### src/rtl/dma_chan_pkg.sv
package dma_chan_pkg;

    typedef enum logic [1:0] {
        PSZ_32  = 2'd0,
        PSZ_8   = 2'd1,
        PSZ_16  = 2'd2,
        PSZ_RSV = 2'd3
    } port_size_e;

    typedef enum logic [1:0] {
        AM_LINEAR  = 2'd0,
        AM_2D      = 2'd1,
        AM_FIFO    = 2'd2,
        AM_EOBFIFO = 2'd3
    } addr_mode_e;

    // Control word, bit 0 is the LSB of the packed struct.
    typedef struct packed {
        logic       acrpt;   // 14
        addr_mode_e dmode;   // 13:12
        addr_mode_e smode;   // 11:10
        logic       dec;     // 9
        logic       msel;    // 8
        port_size_e dsize;   // 7:6
        port_size_e ssize;   // 5:4
        logic       ren;     // 3
        logic       rpt;     // 2
        logic       frc;     // 1
        logic       en;      // 0
    } ctrl_t;

    localparam int CTRL_W = $bits(ctrl_t);

    typedef enum logic [3:0] {
        RI_SRC  = 4'd0,
        RI_DST  = 4'd1,
        RI_CNT  = 4'd2,
        RI_CTRL = 4'd3,
        RI_RSEL = 4'd4,
        RI_BLEN = 4'd5
    } reg_idx_e;

    typedef enum logic [1:0] {
        ST_IDLE = 2'd0,
        ST_ARM  = 2'd1,
        ST_RD   = 2'd2,
        ST_WR   = 2'd3
    } state_e;

    function automatic logic [2:0] size_bytes(port_size_e s);
        case (s)
            PSZ_8:   return 3'd1;
            PSZ_16:  return 3'd2;
            default: return 3'd4;
        endcase
    endfunction

    function automatic logic [2:0] beat_bytes(port_size_e a, port_size_e b);
        logic [2:0] x;
        logic [2:0] y;
        x = size_bytes(a);
        y = size_bytes(b);
        return (x < y) ? x : y;
    endfunction

    function automatic port_size_e size_code(logic [2:0] nbytes);
        case (nbytes)
            3'd1:    return PSZ_8;
            3'd2:    return PSZ_16;
            default: return PSZ_32;
        endcase
    endfunction

    function automatic logic [6:0] burst_bytes(logic [5:0] bl);
        return (bl == 6'd0) ? 7'd64 : {1'b0, bl};
    endfunction

    function automatic logic is_fixed(addr_mode_e m);
        return (m == AM_FIFO) || (m == AM_EOBFIFO);
    endfunction

endpackage

### src/rtl/dma_addr_step.sv
module dma_addr_step
    import dma_chan_pkg::*;
#(
    parameter int AW = 32
) (
    input  logic [AW-1:0] cur,
    input  addr_mode_e    mode,
    input  logic          dec,
    input  logic [2:0]    step,
    output logic [AW-1:0] nxt
);
    always_comb begin
        if (is_fixed(mode))
            nxt = cur;
        else if (dec)
            nxt = cur - AW'(step);
        else
            nxt = cur + AW'(step);
    end
endmodule

### src/rtl/dma_chan_regs.sv
module dma_chan_regs
    import dma_chan_pkg::*;
#(
    parameter int AW  = 32,
    parameter int CW  = 24,
    parameter int RSW = 2,
    parameter int BLW = 6
) (
    input  logic           clk,
    input  logic           rst,
    input  logic           wr_en,
    input  logic [3:0]     wr_idx,
    input  logic [31:0]    wr_data,
    input  logic           en_clr,
    input  logic           rpt_clr,
    input  logic           frc_clr,
    output ctrl_t          ctrl,
    output logic [AW-1:0]  src_prog,
    output logic [AW-1:0]  dst_prog,
    output logic [CW-1:0]  cnt_prog,
    output logic [RSW-1:0] rsel,
    output logic [BLW-1:0] blen,
    output logic           start
);
    assign start = wr_en && (wr_idx == RI_CTRL) && wr_data[0] && !ctrl.en;

    always_ff @(posedge clk) begin
        if (rst) begin
            ctrl     <= '0;
            src_prog <= '0;
            dst_prog <= '0;
            cnt_prog <= '0;
            rsel     <= '0;
            blen     <= '0;
        end else begin
            if (en_clr)  ctrl.en  <= 1'b0;
            if (rpt_clr) ctrl.rpt <= 1'b0;
            if (frc_clr) ctrl.frc <= 1'b0;
            if (wr_en) begin
                case (wr_idx)
                    RI_SRC:  src_prog <= wr_data[AW-1:0];
                    RI_DST:  dst_prog <= wr_data[AW-1:0];
                    RI_CNT:  cnt_prog <= wr_data[CW-1:0];
                    RI_CTRL: ctrl     <= ctrl_t'(wr_data[CTRL_W-1:0]);
                    RI_RSEL: rsel     <= wr_data[RSW-1:0];
                    RI_BLEN: blen     <= wr_data[BLW-1:0];
                    default: ;
                endcase
            end
        end
    end

    // auto-clear drops repeat once it is used
    a_r8_rpt_clears: assert property (@(posedge clk) disable iff (rst)
        (rpt_clr && !wr_en) |=> !ctrl.rpt);
endmodule

### src/rtl/dma_chan_fsm.sv
module dma_chan_fsm
    import dma_chan_pkg::*;
#(
    parameter int AW  = 32,
    parameter int DW  = 32,
    parameter int CW  = 24,
    parameter int BLW = 6
) (
    input  logic           clk,
    input  logic           rst,
    input  ctrl_t          ctrl,
    input  logic [AW-1:0]  src_prog,
    input  logic [AW-1:0]  dst_prog,
    input  logic [CW-1:0]  cnt_prog,
    input  logic [BLW-1:0] blen,
    input  logic           req_hit,
    input  logic           start,
    output logic           en_clr,
    output logic           rpt_clr,
    output logic           frc_clr,
    output logic           mem_req,
    output logic           mem_we,
    output logic [AW-1:0]  mem_addr,
    output logic [1:0]     mem_size,
    output logic [DW-1:0]  mem_wdata,
    input  logic [DW-1:0]  mem_rdata,
    input  logic           mem_ack,
    input  logic           mem_err,
    output logic           done,
    output logic           xfer_err
);
    state_e         state;
    logic [AW-1:0]  src_cur, dst_cur;
    logic [CW-1:0]  cnt_cur;
    logic [6:0]     burst_left;
    logic [DW-1:0]  data_q;
    logic           done_q, err_q;

    logic [2:0]     bw;
    logic           last_beat, go, arm_fire, wr_ok, any_err, blk_end, reload;
    logic           start_ok, load_now;
    logic [CW-1:0]  cnt_after;
    logic [6:0]     burst_after;

    logic [AW-1:0]  side_cur [2];
    logic [AW-1:0]  side_nxt [2];
    addr_mode_e     side_mode [2];

    assign side_cur[0]  = src_cur;
    assign side_cur[1]  = dst_cur;
    assign side_mode[0] = ctrl.smode;
    assign side_mode[1] = ctrl.dmode;

    generate
        for (genvar g = 0; g < 2; g++) begin : g_side
            dma_addr_step #(.AW(AW)) u_step (
                .cur  (side_cur[g]),
                .mode (side_mode[g]),
                .dec  (ctrl.dec),
                .step (bw),
                .nxt  (side_nxt[g])
            );
        end
    endgenerate

    assign bw          = beat_bytes(ctrl.ssize, ctrl.dsize);
    assign last_beat   = (cnt_cur <= CW'(bw));
    assign cnt_after   = last_beat ? '0 : cnt_cur - CW'(bw);
    assign burst_after = (burst_left <= 7'(bw)) ? 7'd0 : burst_left - 7'(bw);
    assign go          = !ctrl.ren || req_hit || ctrl.frc;
    assign arm_fire    = (state == ST_ARM) && ctrl.en && (cnt_cur != '0) && go;
    assign wr_ok       = (state == ST_WR) && mem_ack && !mem_err;
    assign any_err     = mem_req && mem_err;
    assign blk_end     = ((state == ST_ARM) && ctrl.en && (cnt_cur == '0)) || (wr_ok && last_beat);
    assign reload      = blk_end && ctrl.rpt;
    assign start_ok    = start && ((state == ST_IDLE) || (state == ST_ARM));
    assign load_now    = start_ok || reload;

    assign en_clr  = (blk_end && !ctrl.rpt) || any_err;
    assign rpt_clr = reload && ctrl.acrpt;
    assign frc_clr = arm_fire && ctrl.frc;

    assign mem_req   = (state == ST_RD) || (state == ST_WR);
    assign mem_we    = (state == ST_WR);
    assign mem_addr  = (state == ST_WR) ? dst_cur : src_cur;
    assign mem_size  = size_code(bw);
    assign mem_wdata = data_q;
    assign done      = done_q;
    assign xfer_err  = err_q;

    always_ff @(posedge clk) begin
        if (rst) begin
            state      <= ST_IDLE;
            src_cur    <= '0;
            dst_cur    <= '0;
            cnt_cur    <= '0;
            burst_left <= '0;
            data_q     <= '0;
            done_q     <= 1'b0;
            err_q      <= 1'b0;
        end else begin
            done_q <= blk_end;
            if (any_err) err_q <= 1'b1;
            if (start_ok) err_q <= 1'b0;
            case (state)
                ST_IDLE: ;
                ST_ARM: begin
                    if (!ctrl.en)
                        state <= ST_IDLE;
                    else if (cnt_cur == '0)
                        state <= ctrl.rpt ? ST_ARM : ST_IDLE;
                    else if (go) begin
                        burst_left <= burst_bytes(blen);
                        state      <= ST_RD;
                    end
                end
                ST_RD: begin
                    if (mem_err)
                        state <= ST_IDLE;
                    else if (mem_ack) begin
                        data_q <= mem_rdata;
                        state  <= ST_WR;
                    end
                end
                ST_WR: begin
                    if (mem_err)
                        state <= ST_IDLE;
                    else if (mem_ack) begin
                        src_cur    <= side_nxt[0];
                        dst_cur    <= side_nxt[1];
                        cnt_cur    <= cnt_after;
                        burst_left <= burst_after;
                        if (last_beat)
                            state <= ctrl.rpt ? ST_ARM : ST_IDLE;
                        else if (!ctrl.en)
                            state <= ST_IDLE;
                        else if (burst_after == 7'd0)
                            state <= ST_ARM;
                        else
                            state <= ST_RD;
                    end
                end
                default: state <= ST_IDLE;
            endcase
            if (load_now) begin
                src_cur <= src_prog;
                dst_cur <= dst_prog;
                cnt_cur <= cnt_prog;
                state   <= ST_ARM;
            end
        end
    end

    // a pending access holds its request, address and direction
    a_r11_hold: assert property (@(posedge clk) disable iff (rst)
        (mem_req && !mem_ack && !mem_err) |=> (mem_req && $stable(mem_addr) && $stable(mem_we)));

    // an error response ends activity and raises the flag
    a_r9_err_stop: assert property (@(posedge clk) disable iff (rst)
        (mem_req && mem_err) |=> (!mem_req && xfer_err));

    // without a request or force, an armed channel issues no access
    a_r4_wait_req: assert property (@(posedge clk) disable iff (rst)
        ((state == ST_ARM) && ctrl.ren && !req_hit && !ctrl.frc && !start) |=> !mem_req);

    // a fixed destination keeps its address across beats
    a_r3_fifo_fixed: assert property (@(posedge clk) disable iff (rst)
        (wr_ok && !last_beat && is_fixed(ctrl.dmode) && !load_now) |=> (dst_cur == $past(dst_cur)));

    // outside a load, the remaining count never grows
    a_r2_count_down: assert property (@(posedge clk) disable iff (rst)
        !load_now |=> (cnt_cur <= $past(cnt_cur)));
endmodule

### src/rtl/dma_channel.sv
module dma_channel
    import dma_chan_pkg::*;
#(
    parameter int AW   = 32,
    parameter int DW   = 32,
    parameter int CW   = 24,
    parameter int NREQ = 4,
    parameter int BLW  = 6
) (
    input  logic            clk,
    input  logic            rst,
    input  logic            reg_we,
    input  logic [3:0]      reg_waddr,
    input  logic [31:0]     reg_wdata,
    input  logic [NREQ-1:0] dreq_in,
    output logic            mem_req,
    output logic            mem_we,
    output logic [AW-1:0]   mem_addr,
    output logic [1:0]      mem_size,
    output logic [DW-1:0]   mem_wdata,
    input  logic [DW-1:0]   mem_rdata,
    input  logic            mem_ack,
    input  logic            mem_err,
    output logic            done,
    output logic            xfer_err
);
    localparam int RSW = (NREQ > 1) ? $clog2(NREQ) : 1;

    ctrl_t          ctrl;
    logic [AW-1:0]  src_prog, dst_prog;
    logic [CW-1:0]  cnt_prog;
    logic [RSW-1:0] rsel;
    logic [BLW-1:0] blen;
    logic           start, en_clr, rpt_clr, frc_clr, req_hit;

    assign req_hit = dreq_in[rsel];

    dma_chan_regs #(.AW(AW), .CW(CW), .RSW(RSW), .BLW(BLW)) u_regs (
        .clk      (clk),
        .rst      (rst),
        .wr_en    (reg_we),
        .wr_idx   (reg_waddr),
        .wr_data  (reg_wdata),
        .en_clr   (en_clr),
        .rpt_clr  (rpt_clr),
        .frc_clr  (frc_clr),
        .ctrl     (ctrl),
        .src_prog (src_prog),
        .dst_prog (dst_prog),
        .cnt_prog (cnt_prog),
        .rsel     (rsel),
        .blen     (blen),
        .start    (start)
    );

    dma_chan_fsm #(.AW(AW), .DW(DW), .CW(CW), .BLW(BLW)) u_fsm (
        .clk       (clk),
        .rst       (rst),
        .ctrl      (ctrl),
        .src_prog  (src_prog),
        .dst_prog  (dst_prog),
        .cnt_prog  (cnt_prog),
        .blen      (blen),
        .req_hit   (req_hit),
        .start     (start),
        .en_clr    (en_clr),
        .rpt_clr   (rpt_clr),
        .frc_clr   (frc_clr),
        .mem_req   (mem_req),
        .mem_we    (mem_we),
        .mem_addr  (mem_addr),
        .mem_size  (mem_size),
        .mem_wdata (mem_wdata),
        .mem_rdata (mem_rdata),
        .mem_ack   (mem_ack),
        .mem_err   (mem_err),
        .done      (done),
        .xfer_err  (xfer_err)
    );
endmodule

### config.mk
export PLATFORM = sky130hd
export DESIGN_NAME = dma_channel
export DESIGN_NICKNAME = d
export VERILOG_FILES = /design/src/rtl/dma_chan_pkg.sv /design/src/rtl/dma_addr_step.sv /design/src/rtl/dma_chan_regs.sv /design/src/rtl/dma_chan_fsm.sv /design/src/rtl/dma_channel.sv
export SDC_FILE = /design/constraint.sdc
export NUM_CORES = 1
export LEC_CHECK = 0
export CAP_MARGIN = 0
export CORE_MARGIN = 5
export CORE_UTILIZATION = 55
export DETAILED_ROUTE_END_ITERATION = 6
export HOLD_SLACK_MARGIN = 0.02
export PLACE_DENSITY = 0.83
export SLEW_MARGIN = 20
export SYNTH_ARGS = -nofsm -noshare
export SYNTH_HDL_FRONTEND = slang
export SYNTH_SLANG_ARGS = --single-unit
### constraint.sdc
create_clock -name clk -period 5 [get_ports clk]
set_input_delay 0.75 -clock clk [delete_from_list [all_inputs] [get_ports clk]]
set_output_delay 0.75 -clock clk [all_outputs]
set_load 0.1 [all_outputs]
==> results_dict.tcl <==
set metrics [dict create \
    outcome "completed" \
    drcViolationCount 0 \
    ff2ff_path_depth 18 \
    port_buffers 146 \
    hold_buffers 0 \
    synthTopCellsByCount "364 x nand2_1, 271 x a21oi_1, 239 x dfxtp_1, 125 x nor2_1, 84 x clkbuf_1" \
    antenna_cells 0 \
    yosysMostFrequentCell "nand2_1" \
    period_needed_ns 4.76 \
    multi_input_area_sq_mm 0.00843 \
    setup_viol 0 \
    startpoint "u_regs.ctrl[4]" \
    yosysSeqAreaShare_pct 34.8 \
    setup_tns_ns 0 \
    first_global_vias 12856 \
    cap_viol_max_count 0 \
    peakVddDrop_v 0.000241 \
    antenna_found_initial 0 \
    dp_cells 2209 \
    whs_endpoint "u_fsm.mem_wdata[26]" \
    nets 2071 \
    register_area_sq_mm 0.00478 \
    die_area_sq_mm 0.0283 \
    wirelength_microns 41700 \
    clockPowerShare_pct 45.1 \
    syn_to_final_growth_pct 19.0 \
    hold_path_depth 2 \
    whs_ns 0.451 \
    firstDrtPassIters 5 \
    rsz0062_at_grt "no" \
    start_kind "register" \
    sequentialPowerShare_pct 44.7 \
    synthesis.area_sq_mm 0.0138 \
    cpMostUsedCell "o21ai_0" \
    switchingPower_uw 1080 \
    rows 57 \
    core_sq_mm 0.0245 \
    synth_seq_cells 239 \
    synth_area_leaders "dfxtp_1 35%, nand2_1 9.9%, a21oi_1 9.9%" \
    root_buffer "clkbuf_16" \
    p_per_area_mw_per_mm2 265 \
    synthFlopType "dfxtp_1" \
    end_kind "register" \
    crit_path_max_incr_delay_ns 0.45 \
    worst_slew_pin_slew_ns 1.03 \
    ff2ff_setup_slack_ns 0.24 \
    io_pins 147 \
    fmax_mhz 210 \
    worstPathArrival_ns 5.16 \
    power_uw 4340 \
    synth_warnings 0 \
    rr_endpoint "u_fsm.src_cur[18]" \
    cp.required_ns 5.39 \
    die_h_microns 168 \
    hp-start "u_fsm.mem_wdata[26]" \
    synthArstFlopShare_pct 0 \
    maxSlewHeadroom_pct 31.1 \
    dp_hpwl_microns 29000 \
    n_fill_cell 2084 \
    cts_sinks 239 \
    timing_hold_violations_final 0 \
    clkTransAtPathRegs_ns 0.06 \
    worstSkewPairLatency_ns 0.54 \
    globalRouteTotalUtil_pct 27.6 \
    slew_violations 0 \
    critPathMaxFanout 7 \
    r2r-start "u_regs.ctrl[4]" \
    start_util_pct 56.2 \
    postPlaceCellArea_sq_mm 0.0155 \
    grt-ovfl-total 0 \
    grt_pass1_wl_microns 65600 \
    synth_nets 1968 \
    grt_max_degree 105 \
    combPwrFrac_pct 10.2 \
    cts_tree "yes" \
    drt_iter0_drc 1309 \
    p_int_uw 3260 \
    synthDistinctLibCells 75 \
    synth_top_cell_by_area "dfxtp_1" \
    cts_buffers 26 \
    fin_crit_sh_pct 95.3 \
    crit_chain "inv_1, ha_1, ha_1, a21o_1, a21oi_2, mux2_2, ha_1, mux2_2, fa_1, a21oi_1, o21ai_0, o2111a_1, o21ai_0, o21ai_0, xnor2_1, o21ai_0, o21ai_1, nor2_1" \
    drt.antenna.violating_nets 0 \
    clock_skew_ns 0.00922 \
    cp_slowest_cell "fa_1" \
    avgSynthCellArea_sq_um 7.60 \
    power.leakage_uw 0.00626 \
    vias_per_cell 6.09 \
    dr_total_vias 13745 \
    wire_per_inst_microns 18.5 \
    gp_congestion 0.978 \
    htreeDepth 1 \
    die_x_microns 168 \
    path_class "register to register" \
    clockBufferDepth 3 \
    post-route-cell-area_sq_mm 0.0164 \
    final-instance-count-excl-fill 2256 \
    synth_top_area_share_pct 34.8 \
    synth_edf_count 0 \
    drive_gt1_share_pct 8.28 \
    swShare_pct 24.9 \
    hp-class "register to register" \
    syn_inst 1810 \
]
==> final cells by class <==
cell class | count | share of cell area, %
clock buffers | 38 | 4.68
well taps | 324 | 2.48
inverters | 41 | 0.955
clock inverters | 9 | 0.688
repair buffers | 181 | 10.5
multi-input cells | 1424 | 51.5
flip-flops and latches | 239 | 29.2
==> flip-flops by register name, indices dropped and copies added, names as in the netlist, 2 cells and up <==
signal / count
u_regs.cnt_prog: 24
u_fsm.burst_left: 7
u_regs.dst_prog: 32
u_fsm.dst_cur: 32
u_fsm.src_cur: 32
u_regs.blen: 6
u_fsm.state: 2
u_regs.src_prog: 32
u_regs.rsel: 2
u_fsm.cnt_cur: 24
u_fsm.mem_wdata: 32
u_regs.ctrl: 12
==> worst max-delay path by stage <==
stage               depth (start not counted)  slack [ns]           endpoint
global route                               18       0.002  u_fsm.src_cur[18]
CTS                                        18        0.16  u_fsm.src_cur[26]
finish                                     18        0.24  u_fsm.src_cur[18]
floorplan                                   5        0.39        mem_addr[0]
global placement                           17        0.34  u_fsm.dst_cur[30]
detailed placement                         19        0.23  u_fsm.dst_cur[30]
==> placed cells by master (no fill, tap or decap), drive strengths merged, types with 19 or more instances in the layout <==
| master | netlist | final |
|---|---|---|
| nand3 | 19 | 19 |
| mux2 | 35 | 35 |
| inv | 40 | 40 |
| xor2 | 21 | 21 |
| clkbuf | 84 | 38 |
| dfxtp | 239 | 239 |
| nand2 | 364 | 364 |
| o21ai | 133 | 133 |
| nand2b | 20 | 20 |
| xnor2 | 29 | 29 |
| a21oi | 273 | 273 |
| ha | 78 | 78 |
| clkdlybuf4s50 | 0 | 122 |
| nor3 | 42 | 42 |
| nor2 | 125 | 125 |
| a211oi | 27 | 27 |
| buf | 22 | 59 |
| a21o | 24 | 24 |
==> cell families after synthesis <==
family | Yosys count | synth area share, %
AND/OR/NAND/NOR | 656 | 20.8
AO/OA/AOI/OAI | 586 | 25.4
flip-flops | 239 | 34.8
buffers and inverters | 147 | 4.20
adder cells (fa/ha/maj) | 82 | 7.61
XOR/XNOR | 50 | 3.18
multiplexers | 50 | 3.98
==> per-layer routing <==
layer	track usage, %	vias up	routed length, microns
met5	0	-	0
met4	7.30	0	1080
met3	6.47	99	3980
met2	44.4	616	18800
met1	37.5	6408	17800
li1	-	6622	-
==> critical path, delay by kind of cell (launching register included) <==
kind,cells,cell delay (ns)
multiplexers,2,0.76
XOR/XNOR,1,0.18
AND/OR/NAND/NOR,1,0.04
adder cells (fa/ha/maj),4,1.29
flip-flops,1,0.35
buffers and inverters,1,0.05
AO/OA/AOI/OAI,9,1.93
==> power by group through the flow <==
| stage | clock (uW) | combinational, uW | sequential (uW) |
|---|---|---|---|
| after global placement | 0 | 420 | 1980 |
| after CTS | 1980 | 431 | 1940 |
| after detailed placement | 0 | 427 | 1980 |
| final | 1960 | 441 | 1940 |
| after floorplan | 0 | 273 | 1970 |
| after global routing | 2060 | 475 | 1940 |
==> what timing repair did <==
action | 4_1_cts | 5_1_grt
setup endpoints to repair | 0 | 5
endpoints found under the hold margin | 0 | 0
gates resized for setup | 0 | 4
setup buffers | 0 | 0
==> stage by stage <==
step	utilization [%]	worst slack, ns
3_5_place_dp	63.3	0.225
4_1_cts	66.9	0.159
3_3_place_gp	63.2	0.345
2_1_floorplan	-	0.389
5_1_grt	66.9	0.00156
6_report	66.9	0.235
Power figures use the tool's default switching activity.
